===== src/rtl/ecc_fix_pkg.sv =====
// Shared types for the sector ECC checker.
// Assumes a two-bit status code whose values are fixed by the requirements.
package ecc_fix_pkg;
    typedef enum logic [1:0] {
        ST_CLEAN     = 2'b00,
        ST_FIXED     = 2'b01,
        ST_CODE_ONLY = 2'b10,
        ST_UNCORR    = 2'b11
    } ecc_status_t;
endpackage


===== src/rtl/ecc_code_assembler.sv =====
// Collects NBYTES bytes from one strobed stream into a code word, first byte
// in the least significant slot. Raises full when complete and ignores
// further bytes until clear. Assumes clear is asserted only while full.
module ecc_code_assembler #(
    parameter int BYTE_W = 8,
    parameter int NBYTES = 3
) (
    input  logic                     clk,
    input  logic                     rst_n,
    input  logic [BYTE_W-1:0]        in_byte,
    input  logic                     in_valid,
    input  logic                     clear,
    output logic [NBYTES*BYTE_W-1:0] code,
    output logic                     full
);
    localparam int CNT_W = $clog2(NBYTES + 1);

    logic [CNT_W-1:0] cnt;
    logic             take;

    assign full = (cnt == CNT_W'(NBYTES));
    assign take = in_valid && !full;

    // Byte counter: advances on each accepted byte, restarts on clear.
    always_ff @(posedge clk) begin
        if (!rst_n || clear) cnt <= '0;
        else if (take)       cnt <= cnt + 1'b1;
    end

    // One slot register per byte position; a slot loads when the count points at it.
    for (genvar g = 0; g < NBYTES; g++) begin : g_slot
        always_ff @(posedge clk) begin
            if (!rst_n)                          code[g*BYTE_W +: BYTE_W] <= '0;
            else if (take && cnt == CNT_W'(g))   code[g*BYTE_W +: BYTE_W] <= in_byte;
        end
    end

    // A full code stays intact until the result consumes it.
    p_full_hold_r1: assert property (@(posedge clk) disable iff (!rst_n)
        full && !clear |=> full && $stable(code));
endmodule


===== src/rtl/ecc_syndrome_classifier.sv =====
// Combinational classification of a code-word syndrome into the four
// result classes, with the error location for a correctable data bit.
// Assumes the upper and lower halves of the code are equal in width.
module ecc_syndrome_classifier
    import ecc_fix_pkg::*;
#(
    parameter int CODE_W       = 24,
    parameter int BYTE_W       = 8,
    parameter int SECTOR_BYTES = 512
) (
    input  logic [CODE_W-1:0]                   syndrome,
    output ecc_status_t                         status,
    output logic [CODE_W-CODE_W/2-$clog2(BYTE_W)-1:0] byte_idx,
    output logic [BYTE_W-1:0]                   bit_mask
);
    localparam int HALF_W = CODE_W / 2;
    localparam int POS_W  = $clog2(BYTE_W);
    localparam int IDX_W  = CODE_W - HALF_W - POS_W;

    logic [HALF_W-1:0] lo_half, hi_half;
    logic              halves_cmpl;
    logic [IDX_W-1:0]  cand_idx;
    logic [POS_W-1:0]  cand_pos;
    logic              in_range;

    // Split the syndrome and derive the candidate location.
    always_comb begin
        lo_half     = syndrome[HALF_W-1:0];
        hi_half     = syndrome[CODE_W-1:HALF_W];
        halves_cmpl = ((hi_half ^ lo_half) == {HALF_W{1'b1}});
        cand_idx    = syndrome[CODE_W-1 -: IDX_W];
        cand_pos    = syndrome[HALF_W +: POS_W];
        in_range    = (32'(cand_idx) < SECTOR_BYTES);
    end

    // Priority decision: zero, complementary halves, single bit, otherwise.
    always_comb begin
        status   = ST_CLEAN;
        byte_idx = '0;
        bit_mask = '0;
        if (syndrome == '0) begin
            status = ST_CLEAN;
        end else if (halves_cmpl) begin
            if (in_range) begin
                status   = ST_FIXED;
                byte_idx = cand_idx;
                bit_mask = BYTE_W'(1) << cand_pos;
            end else begin
                status = ST_UNCORR;
            end
        end else if ($onehot(syndrome)) begin
            status = ST_CODE_ONLY;
        end else begin
            status = ST_UNCORR;
        end
    end
endmodule


===== src/rtl/ecc_byte_patcher.sv =====
// Registered read-modify-write stage: flips the held error bit in the byte
// whose index matches the held error index. Assumes the mask is zero
// whenever no data correction is pending.
module ecc_byte_patcher #(
    parameter int BYTE_W = 8,
    parameter int IDX_W  = 9
) (
    input  logic              clk,
    input  logic              rst_n,
    input  logic [IDX_W-1:0]  err_idx,
    input  logic [BYTE_W-1:0] err_mask,
    input  logic              in_valid,
    input  logic [IDX_W-1:0]  in_idx,
    input  logic [BYTE_W-1:0] in_byte,
    output logic              out_valid,
    output logic [BYTE_W-1:0] out_byte
);
    // Output register: pass the byte through, XOR the mask on an index hit.
    always_ff @(posedge clk) begin
        if (!rst_n) begin
            out_valid <= 1'b0;
            out_byte  <= '0;
        end else begin
            out_valid <= in_valid;
            if (in_valid)
                out_byte <= (in_idx == err_idx) ? (in_byte ^ err_mask) : in_byte;
        end
    end

    p_fix_latency_r9: assert property (@(posedge clk) disable iff (!rst_n)
        in_valid |=> out_valid);
    p_fix_passthru_r9: assert property (@(posedge clk) disable iff (!rst_n)
        in_valid && (in_idx != err_idx) |=> out_byte == $past(in_byte));
endmodule


===== src/rtl/nand_ecc_corrector.sv =====
// Top level: assembles the stored and calculated codes, registers the
// syndrome class and error location once both are complete, and offers a
// correction port for sector bytes. Assumes a full stream gets no new bytes
// in the cycle the result is taken (those bytes are dropped).
module nand_ecc_corrector
    import ecc_fix_pkg::*;
#(
    parameter int BYTE_W       = 8,
    parameter int CODE_BYTES   = 3,
    parameter int SECTOR_BYTES = 512,
    localparam int CODE_W      = BYTE_W * CODE_BYTES,
    localparam int IDX_W       = CODE_W - CODE_W / 2 - $clog2(BYTE_W)
) (
    input  logic              clk,
    input  logic              rst_n,
    input  logic [BYTE_W-1:0] stored_byte,
    input  logic              stored_valid,
    input  logic [BYTE_W-1:0] calc_byte,
    input  logic              calc_valid,
    output logic              res_valid,
    output logic [1:0]        res_status,
    output logic [IDX_W-1:0]  res_byte_idx,
    output logic [BYTE_W-1:0] res_bit_mask,
    input  logic              fix_in_valid,
    input  logic [IDX_W-1:0]  fix_in_idx,
    input  logic [BYTE_W-1:0] fix_in_byte,
    output logic              fix_out_valid,
    output logic [BYTE_W-1:0] fix_out_byte
);
    logic [CODE_W-1:0] stored_code, calc_code, syndrome;
    logic              stored_full, calc_full, take_result;
    ecc_status_t       cls_status;
    logic [IDX_W-1:0]  cls_idx;
    logic [BYTE_W-1:0] cls_mask;

    assign take_result = stored_full && calc_full;
    assign syndrome    = stored_code ^ calc_code;

    ecc_code_assembler #(.BYTE_W(BYTE_W), .NBYTES(CODE_BYTES)) stored_asm_i (
        .clk(clk), .rst_n(rst_n), .in_byte(stored_byte), .in_valid(stored_valid),
        .clear(take_result), .code(stored_code), .full(stored_full));

    ecc_code_assembler #(.BYTE_W(BYTE_W), .NBYTES(CODE_BYTES)) calc_asm_i (
        .clk(clk), .rst_n(rst_n), .in_byte(calc_byte), .in_valid(calc_valid),
        .clear(take_result), .code(calc_code), .full(calc_full));

    ecc_syndrome_classifier #(.CODE_W(CODE_W), .BYTE_W(BYTE_W),
                              .SECTOR_BYTES(SECTOR_BYTES)) classify_i (
        .syndrome(syndrome), .status(cls_status),
        .byte_idx(cls_idx), .bit_mask(cls_mask));

    // Result register: captures the class once both codes are complete and holds it.
    always_ff @(posedge clk) begin
        if (!rst_n) begin
            res_valid    <= 1'b0;
            res_status   <= ST_CLEAN;
            res_byte_idx <= '0;
            res_bit_mask <= '0;
        end else begin
            res_valid <= take_result;
            if (take_result) begin
                res_status   <= cls_status;
                res_byte_idx <= cls_idx;
                res_bit_mask <= cls_mask;
            end
        end
    end

    ecc_byte_patcher #(.BYTE_W(BYTE_W), .IDX_W(IDX_W)) patch_i (
        .clk(clk), .rst_n(rst_n), .err_idx(res_byte_idx), .err_mask(res_bit_mask),
        .in_valid(fix_in_valid), .in_idx(fix_in_idx), .in_byte(fix_in_byte),
        .out_valid(fix_out_valid), .out_byte(fix_out_byte));

    p_res_pulse_r2: assert property (@(posedge clk) disable iff (!rst_n)
        res_valid |=> !res_valid);
    p_mask_onehot_r4: assert property (@(posedge clk) disable iff (!rst_n)
        res_status == ST_FIXED |-> $countones(res_bit_mask) == 1);
    p_idx_bound_r5: assert property (@(posedge clk) disable iff (!rst_n)
        res_status == ST_FIXED |-> 32'(res_byte_idx) < SECTOR_BYTES);
    p_no_mask_r6: assert property (@(posedge clk) disable iff (!rst_n)
        res_status != ST_FIXED |-> res_bit_mask == '0);
endmodule


===== config.mk =====
export PLATFORM = sky130hd
export DESIGN_NAME = nand_ecc_corrector
export DESIGN_NICKNAME = d
export VERILOG_FILES = /design/src/rtl/ecc_fix_pkg.sv /design/src/rtl/ecc_code_assembler.sv /design/src/rtl/ecc_syndrome_classifier.sv /design/src/rtl/ecc_byte_patcher.sv /design/src/rtl/nand_ecc_corrector.sv
export SDC_FILE = /design/constraint.sdc
export NUM_CORES = 1
export LEC_CHECK = 0
export ABC_AREA = 1
export BUFFER_PORTS_ARGS = -buffer_cell sky130_fd_sc_hd__buf_2
export CELL_PAD_IN_SITES_DETAIL_PLACEMENT = 1
export CELL_PAD_IN_SITES_GLOBAL_PLACEMENT = 2
export CORE_MARGIN = 3
export CORE_UTILIZATION = 30
export DETAILED_ROUTE_END_ITERATION = 8
export PLACE_DENSITY = 0.87
export SYNTH_ARGS = -nofsm -noshare
export SYNTH_HDL_FRONTEND = slang
export SYNTH_SLANG_ARGS = --single-unit

===== constraint.sdc =====
create_clock -name clk -period 5 [get_ports clk]
set_clock_uncertainty 0.05 [all_clocks]
set_input_delay 0.5 -clock clk [delete_from_list [all_inputs] [get_ports clk]]
set_output_delay 0.5 -clock clk [all_outputs]
set_load 0.02 [all_outputs]

## Word level (Yosys, flattened, before mapping)

Index checks and enable logic that the tools add are counted.
Widths: inputs -> output; s select.

| operators by class | value |
|---|---|
| reduce and logical (&&, ||, !) cells | 16 |
| magnitude comparators | 0 |
| div/mod/pow operators | 0 |
| muxes and demuxes | 8 |
| bitwise operators | 3 |
| shift-type cells | 1 |
| add/sub/neg operators | 25 |
| multipliers | 0 |
| equality and inequality tests | 9 |

Operator list:

| kind | number |
|---|---|
| $add 5x5->5 | 11 |
| $add 1x1->2 | 12 |
| $logic_not 24->1 | 1 |
| $mux 8 | 3 |
| $xor 24x24->24 | 1 |
| $mux 9 | 2 |
| $eq 12x12->1 const B | 1 |
| $xor 12x12->12 | 1 |
| $eq 9x9->1 | 1 |
| $logic_and 1x1->1 | 9 |
| $eq 2x2->1 const B | 4 |
| $shl 1x3->8 const A | 1 |
| $xor 8x8->8 | 1 |
| $eq 5x1->1 const B | 1 |
| $add 2x1->2 const B | 2 |
| $eq 2x1->1 const B | 2 |
| $logic_not 2->1 | 2 |
| $mux 2 | 2 |
| $logic_not 1->1 | 3 |
| $logic_or 1x1->1 | 1 |
| $mux 1 | 1 |

| word-level totals | value |
|---|---|
| memory bits (writable) | 0 |
| word-level logic and storage cells | 76 |
| memory bits (read-only) | 0 |
| latch bits | 0 |
| output and inout bits | 29 |
| bits in registers | 81 |
| memories | 0 |

## Depth between registers and ports, before layout

| depth | value |
|---|---|
| depth after elaboration | 10 |
| gate-level depth with buffers | 20 |
| gate-level depth less buffers | 20 |

## Modules after synthesis

A second synthesis with hierarchy kept.

| second synthesis, totals | value |
|---|---|
| cells, all modules | 822 |
| area, all modules | 5382.7 µm² |

Modules (own cells, without submodules):

| module | times used | area each (µm²) | sequential area each (µm²) | cells an instance |
|---|---|---|---|---|
| ecc_code_assembler | 2 | 1123.6 | 520.5 | 172 |
| ecc_syndrome_classifier | 1 | 1306.3 | 0.0 | 205 |
| nand_ecc_corrector | 1 | 1032.2 | 400.4 | 149 |
| ecc_byte_patcher | 1 | 797.0 | 180.2 | 124 |

## Least setup slack after synthesis

OpenSTA, ideal clock, no wires.

| timing | value |
|---|---|
| path type | register to register |
| from | reg calc_asm_i.code[14] |
| to | reg res_status[0] |
| arrival time | 4.503 ns |
| buffers on the path | 0 |
| clock period less this slack | 4.670 ns |
| setup slack | 0.330 ns |
| cell stages (with the launch flop) | 17 |
| setup time | 0.117 ns |
| path through | dfxtp_1 -> xnor2_2 -> inv_2 -> ha_1 -> inv_1 -> fa_1 -> fa_1 -> fa_1 -> fa_1 -> inv_1 -> fa_1 -> ha_1 -> fa_1 -> nor3b_1 -> nand4_1 -> a22oi_1 -> nand2_1 |

| between the ends | value |
|---|---|
| word-level cells in the longest chain between the ends | 10 |
| elaborated cells between the ends (all ways) | 13 |
| classes of those cells | 5 x add/sub; 2 x eq/ne; 3 x mux; 2 x bitwise; 1 x reduce/logical |

RTL lines:

| element | RTL line | source |
|---|---|---|
| start: declaration | ecc_code_assembler.sv:13 | `output logic [NBYTES*BYTE_W-1:0] code,` |
| start signal: indexed assignment | ecc_code_assembler.sv:34 | `else if (take && cnt == CNT_W'(g)) code[g*BYTE_W +: BYTE_W] <= in_byte;` |
| $xor 24x24->24 (*) | nand_ecc_corrector.sv:37 | `assign syndrome = stored_code ^ calc_code;` |
| $add 1x1->2 (implied by the code) | ecc_syndrome_classifier.sv:51 | `end else if ($onehot(syndrome)) begin` |
| $add 5x5->5 (implied by the code) (4 in a row) | ecc_syndrome_classifier.sv:51 |  |
| $eq 5x1->1 | ecc_syndrome_classifier.sv:51 |  |
| $mux 1 | ecc_syndrome_classifier.sv:51 |  |
| $mux 2 | ecc_syndrome_classifier.sv:43 | `end else if (halves_cmpl) begin` |
| $mux 2 (*) | ecc_syndrome_classifier.sv:41 | `if (syndrome == '0) begin` |
| end signal: assignment | nand_ecc_corrector.sv:62 | `res_status <= cls_status;` |
| end: declaration | nand_ecc_corrector.sv:21 | `output logic [1:0] res_status,` |

Mark *: on every way between the ends. The rest lies on a longest branch, timed or not.
A chain may end at the register's enable or synchronous reset.

## Worst setup path in the final report

| timing | value |
|---|---|
| from | reg calc_asm_i.code[18] |
| to | reg res_status[0] |

| between the ends | value |
|---|---|
| word-level cells in the longest chain between the ends | 9 |
| elaborated cells between the ends (all ways) | 12 |
| classes of those cells | 4 x add/sub; 2 x eq/ne; 3 x mux; 2 x bitwise; 1 x reduce/logical |

RTL lines:

| element | RTL line |
|---|---|
| $xor 24x24->24 (*) | nand_ecc_corrector.sv:37 |
| $add 1x1->2 (implied by the code) | ecc_syndrome_classifier.sv:51 |
| $add 5x5->5 (implied by the code) (3 in a row) | ecc_syndrome_classifier.sv:51 |
| $eq 5x1->1 | ecc_syndrome_classifier.sv:51 |
| $mux 1 | ecc_syndrome_classifier.sv:51 |
| $mux 2 | ecc_syndrome_classifier.sv:43 |
| $mux 2 (*) | ecc_syndrome_classifier.sv:41 |

Marks and branches as above.

==> results by group <==
Power
  • Power Density: 362 mW/mm²
  • Leak Pwr: 0.00296 µW
  • Max rail drop VDD: 0.185 mV

Synthesis
  • Register area share after synthesis: 31.7%
  • Cells after Synth: 700
  • Ys flop type: dfxtp_1
  • Seq cells post-synth: 81
  • Post-synth EDFFs: 0
  • Mean post-synth cell area: 7.30 µm²
  • YS warnings: 0
  • Syn nets: 797
  • Mapped Area: 0.00511 mm²
  • Ys async rst share: 0%
  • Synth unique cells: 30

Cells and area
  • Layout cells sized above 1: 22.1%
  • Antenna diodes: 0
  • P&R area growth vs syn: 19.2%
  • Final Non-Filler Cells: 989
  • Final nets: 861
  • Area of the multi-input gates: 0.00315 mm²
  • Seq. cell area: 0.00165 mm²
  • Fillers: 2,120

Setup path
  • Worst Path Arrival: 5.00 ns
  • Worst path bufs/invs: 2
  • Reg-to-reg startpoint: calc_asm_i.code[18]
  • Critical Path RT: 5.18 ns
  • Peak per-stage delay on the critical path: 0.53 ns
  • R2r setup slk: 0.18 ns
  • Critical Path End: res_status[0]
  • Worst-path fanout max: 3
  • Slowest CP cell: fa_1
  • Kind of end point of the critical path: flop
  • Critical path's top delay family: adder cells
  • WS Path Type: flop to flop
  • Critical Path Stages: 15
  • Crit path launch: calc_asm_i.code[18]
  • R2R depth: 15
  • Cells along the critical path: xnor2_1 -> ha_1 -> inv_1 -> fa_2 -> fa_1 -> inv_1 -> fa_1 -> fa_1 -> fa_1 -> ha_2 -> fa_1 -> nor3b_2 -> nand4_1 -> a22oi_1 -> nand2_1
  • Cell repeated most along the worst path: fa_1
  • CP Launch Type: flop
  • FF-to-FF End: res_status[0]

STA
  • Worst-Margin Slew: 0.867 ns
  • Final worst-path cycle share: 96.4%
  • Worst hold margin: 0.395 ns
  • Final-report setup violation count: 0
  • Max-slew headroom: 41.8%
  • Maximum clock rate: 208 MHz
  • Final hold violations: 0
  • Max-slew violation count: 0
  • Fin crit period: 4.82 ns

Floorplanning
  • Die Span X: 137 µm
  • Die Y: 137 µm
  • Rows: 47
  • Core area: 0.0166 mm²
  • Initial Util: 30.7%
  • Die Footprint: 0.0186 mm²
  • IO Pins: 67

CTS
  • Clock latency on the worst-skew pair: 0.35 ns
  • Maximum clock insertion buffer count: 2
  • CTS root buf: clkbuf_16
  • H-tree levels: 3
  • Clock sink total: 81
  • Cts bufs inserted: 9
  • CTS tree: built
  • Worst-path clk slew: 0.06 ns

GRT
  • Largest net degree at the start of global routing: 36
  • GR Util All Layers: 16.7%
  • First-pass GRT wire length: 23,800 µm
  • Vias in the first global route: 4,449
  • Total gr overflow: 0
  • Antenna violations before repair: 0

Flow run
  • Max cap viols: 0

Route
  • WL per Instance: 15.1 µm
  • Vias/cell: 4.56
  • Drt total wl: 15,000 µm
  • DR iter-0 viols: 167
  • Drt drc: 0
  • Post-route ant nets: 0
  • DR pass1 iterations: 4
  • Vias: 4,511

Hold path
  • Worst hold path depth: 3
  • Hold WC Path Type: input port to flop

Run status
  • Run status: finished, final reports clean

Placement
  • PortBufs: 66
  • Hpwl dp: 11,900 µm
  • Gpl congestion: 0.861
  • Placed cell count: 970
tightest hold or removal path: stages:
cell and delay (ns):
buf_2 0.12, nand3_1 0.08, a21oi_1 0.06
layer usage:
layer | up-vias | part of all wire, % | global-route usage, %
met1 | 2095 | 49 | 22.4
met2 | 77 | 45 | 27.2
met3 | 18 | 4.3 | 3.24
met4 | 0 | 1.8 | 4.76
li1 | 2321 | - | -
met5 | - | 0 | 0
kinds of logic after synthesis:
group | synth area share (%)
AOI/OAI and AO/OA | 10.8
DFF | 31.7
and+or+nand+nor | 26.6
xor gates and xnor gates | 5.24
adders and majority gates | 17.2
buffers and inverters | 8.37
state kept, by name (all words and copies together), names as in the netlist:
register and count:
res_byte_idx 9, calc_asm_i.cnt 2, calc_asm_i.code 24, stored_asm_i.code 24, patch_i.out_valid 1, res_bit_mask 8
stored_asm_i.cnt 2, patch_i.out_byte 8, res_status 2, res_valid 1
placed cells by master, fill, tap and decap left out, types with 9 or more instances in the layout:
cell type | netlist | layout
nand2_1 | 214 | 210
inv_1 | 83 | 80
buf_2 | 3 | 66
a21oi_1 | 56 | 56
dfxtp_1 | 81 | 56
nor2_1 | 37 | 37
ha_1 | 40 | 37
o21ai_0 | 36 | 36
nand3_1 | 35 | 35
dfxtp_2 | 0 | 25
xor2_1 | 16 | 15
fa_1 | 19 | 15
nand2_2 | 10 | 14
inv_2 | 11 | 14
nand4_1 | 10 | 10
o21ai_2 | 9 | 9
clkbuf_16 | 0 | 9
area by class of cell:
| type | instances | share of cell area, % |
|---|---|---|
| multi-input combinational | 506 | 51.7 |
| sequential | 81 | 27.1 |
| clock inverter | 5 | 0.924 |
| inverter | 95 | 5.85 |
| clock buffer | 11 | 3.82 |
| tap | 220 | 4.52 |
| timing repair buffer | 71 | 6.04 |
per-stage QoR:
stage / power (µW) / cell area (µm²) / setup WS (ns) / utilization [%] / TNS [ns]
CTS: 2180 / 5950 / 0.0285 / 35.7 / 0
global placement: 1490 / 5660 / 0.155 / 34.0 / 0
global route: 2380 / 6090 / -0.0142 / 36.6 / -0.0142
floorplan: 1290 / 5110 / 0.330 / - / 0
finish: 2210 / 6090 / 0.182 / 36.6 / 0
detailed placement: 1510 / 5660 / 0.0428 / 34.0 / 0
worst min path at each step:
stage	from	end
CTS	stored_byte[2]	stored_asm_i.code[18]
global placement	res_status[1]	res_status[1]
floorplan	calc_asm_i.code[17]	calc_asm_i.code[17]
detailed placement	res_status[1]	res_status[1]
finish	stored_byte[2]	stored_asm_i.code[18]
global route	stored_byte[2]	stored_asm_i.code[18]
power by group:
part / switching [µW] / total [µW] / internal (µW)
Sequential: 27.6 / 711 / 683
Clock: 271 / 658 / 386
Combinational: 488 / 841 / 353
Yosys cell counts, types with 3 or more instances:
master	number	area, µm²
nand2_2	10	62.6
nand4_1	10	62.6
ha_1	40	500
nor2_1	37	139
inv_1	83	312
inv_2	11	41.3
nand2_1	214	803
clkbuf_1	14	52.6
xor2_1	16	140
xnor2_1	9	78.8
fa_1	19	380
nand3_1	35	175
o21ai_2	9	78.8
buf_2	3	15.0
a21oi_1	56	280
o21ai_0	36	180
dfxtp_1	81	1620
what timing repair did:
item / CTS / global route
gates resized for setup: 0 / 47
setup buffers: 0 / 3
hold buffers: 0 / 0
setup endpoints to repair: 0 / 1
No activity file was read; power rests on OpenSTA's default activity.
